<file path="config.mk">
export PLATFORM = sky130hd
export DESIGN_NAME = fms_lane_stage
export DESIGN_NICKNAME = d
export VERILOG_FILES = /design/src/rtl/fms_pkg.sv /design/src/rtl/fms_ctrl.sv /design/src/rtl/fms_datapath.sv /design/src/rtl/fms_lane_stage.sv
export SDC_FILE = /design/constraint.sdc
export NUM_CORES = 1
export LEC_CHECK = 0
export BUFFER_PORTS_ARGS = -buffer_cell sky130_fd_sc_hd__buf_2
export CAP_MARGIN = 20
export CORE_AREA = 8 8 381 383
export DETAILED_ROUTE_END_ITERATION = 10
export DIE_AREA = 0 0 389 391
export PLACE_DENSITY = 0.3
export SYNTH_ARGS = -nofsm -noshare
export SYNTH_HDL_FRONTEND = slang
export SYNTH_SLANG_ARGS = --single-unit
</file>
<file path="constraint.sdc">
create_clock -name clk -period 3.2 [get_ports clk]
set_input_delay 0.32 -clock clk [delete_from_list [all_inputs] [get_ports clk]]
set_output_delay 0.32 -clock clk [all_outputs]
set_load 0.02 [all_outputs]
</file>
<file path="src/rtl/fms_pkg.sv">
package fms_pkg;
  localparam int LANE_W = 16;
  localparam int REG_W  = 128;
  localparam int FLAG_W = 5;
  localparam int RM_W   = 2;

  typedef enum logic [1:0] {
    FORM_132 = 2'b00,
    FORM_213 = 2'b01,
    FORM_231 = 2'b10,
    FORM_ALT = 2'b11
  } formT;

  typedef enum logic [1:0] {
    SRC_DEST = 2'd0,
    SRC_TWO  = 2'd1,
    SRC_THREE = 2'd2
  } laneSrcT;

  typedef enum logic [1:0] {
    LOW_RESULT = 2'd0,
    LOW_ZERO   = 2'd1,
    LOW_KEEP   = 2'd2
  } lowSelT;

  typedef struct packed {
    laneSrcT selA;
    laneSrcT selB;
    laneSrcT selC;
    lowSelT  lowSel;
    logic    flagEn;
  } strobeT;
endpackage

</file>
<file path="src/rtl/fms_ctrl.sv">
module fms_ctrl
  import fms_pkg::*;
(
  input  logic [1:0]      formSel,
  input  logic            maskOn,
  input  logic            maskBit,
  input  logic            zeroMode,
  input  logic            embRoundEn,
  input  logic [RM_W-1:0] embRound,
  input  logic [RM_W-1:0] ctlRound,
  input  logic            src3IsReg,
  output strobeT          strobe,
  output logic [RM_W-1:0] roundMode
);
  logic doWrite;

  always_comb begin
    unique case (formT'(formSel))
      FORM_132: begin
        strobe.selA = SRC_DEST; strobe.selB = SRC_THREE; strobe.selC = SRC_TWO;
      end
      FORM_213: begin
        strobe.selA = SRC_TWO; strobe.selB = SRC_DEST; strobe.selC = SRC_THREE;
      end
      default: begin
        strobe.selA = SRC_TWO; strobe.selB = SRC_THREE; strobe.selC = SRC_DEST;
      end
    endcase
    doWrite = !maskOn || maskBit;
    if (doWrite)       strobe.lowSel = LOW_RESULT;
    else if (zeroMode) strobe.lowSel = LOW_ZERO;
    else               strobe.lowSel = LOW_KEEP;
    strobe.flagEn = doWrite;
    roundMode = (embRoundEn && src3IsReg) ? embRound : ctlRound;
  end
endmodule

</file>
<file path="src/rtl/fms_datapath.sv">
module fms_datapath
  import fms_pkg::*;
#(
  parameter int MAXVL = 512
) (
  input  logic              clk,
  input  logic              rstN,
  input  logic              inValid,
  input  strobeT            strobe,
  input  logic [REG_W-1:0]  destIn,
  input  logic [REG_W-1:0]  src2In,
  input  logic [REG_W-1:0]  src3In,
  output logic [LANE_W-1:0] coreA,
  output logic [LANE_W-1:0] coreB,
  output logic [LANE_W-1:0] coreC,
  input  logic [LANE_W-1:0] coreResult,
  input  logic [FLAG_W-1:0] coreFlags,
  output logic              outValid,
  output logic [MAXVL-1:0]  destOut,
  output logic [FLAG_W-1:0] flagsOut
);
  localparam int NUM_OPS = 3;

  laneSrcT           opSel  [NUM_OPS];
  logic [LANE_W-1:0] opLane [NUM_OPS];
  logic [LANE_W-1:0] lowNext;
  logic [MAXVL-1:0]  destNext;
  logic              unusedHigh;

  assign opSel[0] = strobe.selA;
  assign opSel[1] = strobe.selB;
  assign opSel[2] = strobe.selC;

  for (genvar g = 0; g < NUM_OPS; g++) begin : gOperand
    always_comb begin
      unique case (opSel[g])
        SRC_DEST:  opLane[g] = destIn[LANE_W-1:0];
        SRC_TWO:   opLane[g] = src2In[LANE_W-1:0];
        default:   opLane[g] = src3In[LANE_W-1:0];
      endcase
    end
  end

  assign coreA = opLane[0];
  assign coreB = opLane[1];
  assign coreC = opLane[2];
  assign unusedHigh = ^{src2In[REG_W-1:LANE_W], src3In[REG_W-1:LANE_W]};

  always_comb begin
    unique case (strobe.lowSel)
      LOW_RESULT: lowNext = coreResult;
      LOW_ZERO:   lowNext = '0;
      default:    lowNext = destIn[LANE_W-1:0];
    endcase
    destNext = '0;
    destNext[REG_W-1:LANE_W] = destIn[REG_W-1:LANE_W];
    destNext[LANE_W-1:0] = lowNext;
  end

  always_ff @(posedge clk) begin
    if (!rstN) begin
      outValid <= 1'b0;
      destOut  <= '0;
      flagsOut <= '0;
    end else begin
      outValid <= inValid;
      if (inValid) begin
        destOut  <= destNext;
        flagsOut <= strobe.flagEn ? coreFlags : '0;
      end
    end
  end
endmodule

</file>
<file path="src/rtl/fms_lane_stage.sv">
module fms_lane_stage
  import fms_pkg::*;
#(
  parameter int MAXVL = 512
) (
  input  logic              clk,
  input  logic              rstN,
  input  logic              inValid,
  input  logic [1:0]        formSel,
  input  logic              negate,
  input  logic              maskOn,
  input  logic              maskBit,
  input  logic              zeroMode,
  input  logic              embRoundEn,
  input  logic [RM_W-1:0]   embRound,
  input  logic [RM_W-1:0]   ctlRound,
  input  logic              src3IsReg,
  input  logic [REG_W-1:0]  destIn,
  input  logic [REG_W-1:0]  src2In,
  input  logic [REG_W-1:0]  src3In,
  output logic [LANE_W-1:0] coreA,
  output logic [LANE_W-1:0] coreB,
  output logic [LANE_W-1:0] coreC,
  output logic              coreNeg,
  output logic [RM_W-1:0]   coreRound,
  input  logic [LANE_W-1:0] coreResult,
  input  logic [FLAG_W-1:0] coreFlags,
  output logic              outValid,
  output logic [MAXVL-1:0]  destOut,
  output logic [FLAG_W-1:0] flagsOut
);
  strobeT strobe;

  initial begin
    if (MAXVL < REG_W) $error("MAXVL must be at least %0d", REG_W);
  end

  fms_ctrl uCtrl (
    .formSel(formSel), .maskOn(maskOn), .maskBit(maskBit), .zeroMode(zeroMode),
    .embRoundEn(embRoundEn), .embRound(embRound), .ctlRound(ctlRound),
    .src3IsReg(src3IsReg), .strobe(strobe), .roundMode(coreRound)
  );

  fms_datapath #(.MAXVL(MAXVL)) uData (
    .clk(clk), .rstN(rstN), .inValid(inValid), .strobe(strobe),
    .destIn(destIn), .src2In(src2In), .src3In(src3In),
    .coreA(coreA), .coreB(coreB), .coreC(coreC),
    .coreResult(coreResult), .coreFlags(coreFlags),
    .outValid(outValid), .destOut(destOut), .flagsOut(flagsOut)
  );

  assign coreNeg = negate;

  p_route_132_r1: assert property (@(posedge clk) disable iff (!rstN)
    formSel == 2'b00 |-> coreA == destIn[15:0] && coreB == src3In[15:0] && coreC == src2In[15:0]);
  p_route_213_r2: assert property (@(posedge clk) disable iff (!rstN)
    formSel == 2'b01 |-> coreA == src2In[15:0] && coreB == destIn[15:0] && coreC == src3In[15:0]);
  p_route_231_r3: assert property (@(posedge clk) disable iff (!rstN)
    formSel[1] |-> coreA == src2In[15:0] && coreB == src3In[15:0] && coreC == destIn[15:0]);
  p_round_emb_r5: assert property (@(posedge clk) disable iff (!rstN)
    embRoundEn && src3IsReg |-> coreRound == embRound);
  p_round_ctl_r6: assert property (@(posedge clk) disable iff (!rstN)
    !(embRoundEn && src3IsReg) |-> coreRound == ctlRound);
  p_write_r7: assert property (@(posedge clk) disable iff (!rstN)
    inValid && (!maskOn || maskBit) |=> destOut[LANE_W-1:0] == $past(coreResult));
  p_zero_r8: assert property (@(posedge clk) disable iff (!rstN)
    inValid && maskOn && !maskBit && zeroMode |=> destOut[LANE_W-1:0] == '0);
  p_merge_r9: assert property (@(posedge clk) disable iff (!rstN)
    inValid && maskOn && !maskBit && !zeroMode |=> destOut[LANE_W-1:0] == $past(destIn[LANE_W-1:0]));
  p_upper_r10: assert property (@(posedge clk) disable iff (!rstN)
    inValid |=> destOut[REG_W-1:LANE_W] == $past(destIn[REG_W-1:LANE_W]) && (destOut >> REG_W) == '0);
  p_flags_r11: assert property (@(posedge clk) disable iff (!rstN)
    inValid |=> flagsOut == (($past(!maskOn || maskBit)) ? $past(coreFlags) : '0));
  p_valid_r12: assert property (@(posedge clk) disable iff (!rstN)
    outValid |-> $past(inValid));
endmodule

</file>
# [Yosys cells after proc, flatten, opt, wreduce, memory -nomap -nowiden]
# Index checks and enable logic that the tools add are counted.
[word_totals] ff_bits=134 out_inout_bits=569 wordCells=25 inputBits=420
[classes] n_reduce_logical=8 n_eq_ne=5 muxes=9
[ops] op="$pmux W16 S2" n=4
[ops] op="$logic_not A2 Y1" n=5
[ops] op="$pmux W5 S2" n=1
[ops] op="$eq A2 B1 Y1 const B" n=4
[ops] op="$mux W2" n=3
[ops] op="$mux W5" n=1
[ops] op="$eq A1 B1 Y1 const B" n=1
[ops] op="$logic_and A1 B1 Y1" n=1
[ops] op="$logic_not A1 Y1" n=1
[ops] op="$logic_or A1 B1 Y1" n=1

# [Logic depth before layout (Yosys ltp)]
[depth] ltp_word=5 mapped_depth=5 depth_no_buf=3

# [Cells and area by module]
# A second synthesis with hierarchy kept.
[hier_totals] cells_unflattened=1033 hier_area_um2=9202.6
[modules_own_cells] module="fms_datapath" seq_area_each_um2=2682.6 area_each_um2=9097.5 cells_each=1017 instances=1
[modules_own_cells] module="fms_ctrl" seq_area_each_um2=0.0 area_each_um2=97.6 cells_each=15 instances=1
[modules_own_cells] module="fms_lane_stage" seq_area_each_um2=0.0 area_each_um2=7.5 cells_each=1 instances=1

# [Worst setup path after synthesis]
# OpenSTA, ideal clock, no wires.
[synth_path] path_kind="input to output" start="input port formSel[0]" end="output port coreC[10]" required_time_ns=2.880 t_arrival_ns=1.237 path_buffers=2 setup_slack_ns=1.643 cell_stages=4 path_cell_list="buf_6 -> buf_4 -> mux2i_1 -> o21ai_0"
[synth_between] elab_chain_len=4 elab_cells_between_ends=6 cone_classes="eq/ne: 2; mux: 2; reduce/logical: 2"
[synth_lines] item="from (decl)" line="fms_lane_stage.sv:9" text="input logic [1:0] formSel,"
[synth_lines] item="$eq A2 B1 Y1 / $logic_not A2 Y1 (equally long branches)" line="fms_ctrl.sv:18" text="unique case (formT'(formSel))"
[synth_lines] item="$pmux W5 S2 (*)" line="fms_ctrl.sv:18"
[synth_lines] item="$eq A2 B1 Y1 / $logic_not A2 Y1 (equally long branches)" line="fms_datapath.sv:36" text="unique case (opSel[g])"
[synth_lines] item="$pmux W16 S2 (*)" line="fms_datapath.sv:36"
[synth_lines] item="to (decl)" line="fms_lane_stage.sv:23" text="output logic [LANE_W-1:0] coreC,"
# Mark *: on every way between the ends. The rest lies on a longest branch, timed or not.

# [Worst setup path in the final report]
[layout_path] start="input port formSel[0]" end="output port coreA[4]"
[layout_between] elab_chain_len=4 elab_cells_between_ends=6 cone_classes="eq/ne: 2; mux: 2; reduce/logical: 2"
[layout_lines] item="$eq A2 B1 Y1 / $logic_not A2 Y1 (equally long branches)" line="fms_ctrl.sv:18"
[layout_lines] item="$pmux W5 S2 (*)" line="fms_ctrl.sv:18"
[layout_lines] item="$eq A1 B1 Y1 / $logic_not A2 Y1 (equally long branches)" line="fms_datapath.sv:36"
[layout_lines] item="$pmux W16 S2 (*)" line="fms_datapath.sv:36"
[layout_lines] item="to (decl)" line="fms_lane_stage.sv:21" text="output logic [LANE_W-1:0] coreA,"
# Marked as above.

==> run metrics <==
number of antenna-violating nets in the routed design 0; outcome finished, final reports clean; cell accounting for the most synthesized area buf_4; summed instance area of the synthesized netlist 8920 um^2; number of H-tree levels 4; Area Overhead vs Synth 45.6%; post-route core utilization 0.0936; endpoint of the worst register-to-register path uData.destOut[3]; destination of the worst hold path uData.destOut[26]; number of different library cells in the post-synthesis netlist 24; startpoint of the most critical register-to-register path uData.destOut[3]; number of buffers inserted by post-CTS setup repair 0; CTS max path bufs 2; critical setup path kind primary input to output port; buffer type at the clock tree root clkbuf_16; Worst Hold Launch destIn[26]; most numerous cell types in the synthesized netlist buf_4 (398), dfxtp_1 (134), mux2i_1 (128); clk sinks 134; count of cells along the worst register-to-register path 2; worst endpoint required time 2.88 ns; final-report hold violation count 0; clk slew on worst S/H paths 0.07 ns; Clock Skew 0 ns; number of enable flip-flop cells after synthesis 0; number of rows in the core area 137; unrepaired setup endpoints after global routing false; Initial DRC Count 166; fraction of synthesized area in multiplexers 0.191; length of routed met2 wiring 17000 um; final-stage net count 1829; CTS tree built; first-pass GRT wire length 52400 um; Compound-Gate Fraction of Synth Area 0.0384; Vert. Die Dim 391 um; class of the tightest hold or removal check primary input to register; pin count of the biggest net entering global routing 82; maximum clock frequency 0.434 GHz; most used flip-flop cell after synthesis dfxtp_1; width of the die 389 um; leakage power of the design 6.15 nW; Die Footprint 152000 um^2; wirelength, routed 38400 um; Remaining Overflow, GRT 0; initial core utilization 0.0643; number of DRC violations after detailed routing 0; total met3 wirelength after detailed routing 4530 um; worst-case vdd ir drop 0.000329 V; via density per instance 2.10; measured slew at the worst slew-check pin 0.823 ns; antenna violations before repair 16; IO Pins 989; M1 wire length 16100 um; share of cells above drive strength 1 0.319; highest layer used for signal routing met5; Wirelength per Cell 11.9 um; number of clock buffers inserted by TritonCTS 17; Placement Setup Slack 0.942 ns; number of warning messages in the yosys log 0; number of synthesized register bits 134; core footprint 139000 um^2; number of cells on the worst hold path 3; endpoint class of the critical path output port; share of the clock period used by the worst path 0.720; max-capacitance violation count 0; synthesized-area fraction occupied by adder cells 0; Setup crit start kind primary input; share of synthesized flip-flops with an asynchronous set or reset 0; Max-Slew Margin vs Limit 0.450; most numerous cell in the Yosys netlist buf_4; via count 6797; count of mapped cells out of synthesis 955; final count of pins violating max slew 0; share of the synthesized area in the top cell type 0.335; Worst-Skew Late Latency 0.52 ns; setup violators final 0; data arrival time of the critical path 1.98 ns; DR pass1 iterations 4; half-perimeter wire length of the detailed placement result 31400 um; total chip power 5.41 mW; via count of the first global-routing pass 7106; count of buffers from port buffering 378; Power per Cell Area 416 nW/um^2; weighted congestion reported at the end of routability-driven placement 0.677; share of the yosys chip area belonging to registers 0.301; Fill cells 16300; synthesized-area fraction occupied by and/or/nand/nor cells 0.109; leading cell types by total area after synthesis buf_4 (33%), dfxtp_1 (30%), mux2i_1 (14%); Setup TNS 0 ns; overall routing resource usage 0.0480; R2R Setup Slk 2.47 ns; post-layout min period 2.30 ns; syn avg cell area 9.35 um^2; main combinational cell family by area after synthesis buffers and inverters; largest fanout of any net on the critical path 16; share of the synthesized netlist area taken by xor and xnor gates 0; setup slack after layout 0.896 ns
## critical path: stages
cell and delay [ns]:
buf_2 0.29, nor2_4 0.73, mux2_2 0.46, buf_2 0.18
## report_power, final
| group | switching, mW | internal [mW] | leakage [nW] |
|---|---|---|---|
| clock | 0.977 | 1.17 | 0.289 |
| combinational | 0.992 | 0.451 | 4.75 |
| sequential | 0.0497 | 1.77 | 1.11 |
| total | 2.02 | 3.39 | 6.15 |
## sequential cells by signal, indices dropped and copies added, names as in the netlist
name            count
uData.outValid      1
uData.flagsOut      5
uData.destOut     128
## final cells by class
cell class / count / area [um^2] / share of cell area
antenna: 6 / 15.0 / 0.00116
sequential: 134 / 2680 / 0.206
clock inverter: 13 / 146 / 0.0113
multi-input combinational: 760 / 4450 / 0.343
tap: 1807 / 2260 / 0.174
inverter: 17 / 63.8 / 0.00491
clock buffer: 18 / 439 / 0.0338
timing repair buffer: 479 / 2940 / 0.226
## worst max path at each step
stage	from	end	depth (start not counted)
after floorplan	formSel[0]	coreC[10]	4
after global placement	formSel[0]	coreA[4]	4
after detailed placement	formSel[0]	coreA[4]	4
after CTS	formSel[0]	coreA[4]	4
after global routing	formSel[0]	coreA[4]	4
final	formSel[0]	coreA[4]	4
## logic make-up (layout without fill, tap and decap cells)
kind of cell | after synthesis | in the layout
flip-flops | 134 | 134
AND/OR/NAND/NOR | 159 | 159
multiplexers | 162 | 162
AO/OA/AOI/OAI | 55 | 55
buffers and inverters | 444 | 527
other | 1 | 390
## layer usage
metal,vias to the layer above,track usage
met5,-,0
met4,4,0.0211
met3,28,0.0246
met2,409,0.0719
met1,3104,0.0574
li1,3252,-
## stage by stage
step | cell area [um^2] | hold slack [ns] | instances
3_5_place_dp | 11400 | 0.470 | 3102
3_3_place_gp | 11400 | 0.469 | 3102
2_1_floorplan | 10400 | 0.448 | 1338
4_1_cts | 13000 | 0.000268 | 3228
6_report | 13000 | 0.0891 | 3234
5_1_grt | 13000 | 0.0322 | 3228
## cell usage in the layout (no fill, tap or decap)
| cell type | instances |
|---|---|
| mux2_2 | 24 |
| clkinvlp_4 | 1 |
| o21ai_0 | 16 |
| mux2i_1 | 128 |
| clkinv_2 | 3 |
| buf_4 | 4 |
| clkbuf_16 | 17 |
| dfxtp_1 | 134 |
| dlygate4sd3_1 | 95 |
| o21ai_1 | 5 |
| bufinv_16 | 2 |
| and2b_1 | 4 |
| diode_2 | 6 |
| mux2_4 | 10 |
| o21a_2 | 1 |
| nor2b_1 | 124 |
| nor2_4 | 1 |
| buf_2 | 376 |
| inv_1 | 17 |
| and2_1 | 1 |
| nand3b_2 | 1 |
| o221ai_1 | 16 |
| inv_6 | 3 |
| clkbuf_8 | 2 |
| o21ai_2 | 1 |
| conb_1 | 384 |
| inv_8 | 1 |
| nand3b_1 | 5 |
| nand2b_4 | 1 |
| clkinv_4 | 3 |
| buf_12 | 3 |
| nand2_1 | 22 |
| a21oi_1 | 16 |
## timing repair
item | CTS | global route
resized for setup | 0 | 0
hold buffers | 95 | 0
endpoints found under the hold margin | 95 | 0
(Power assumes the default switching activity.)
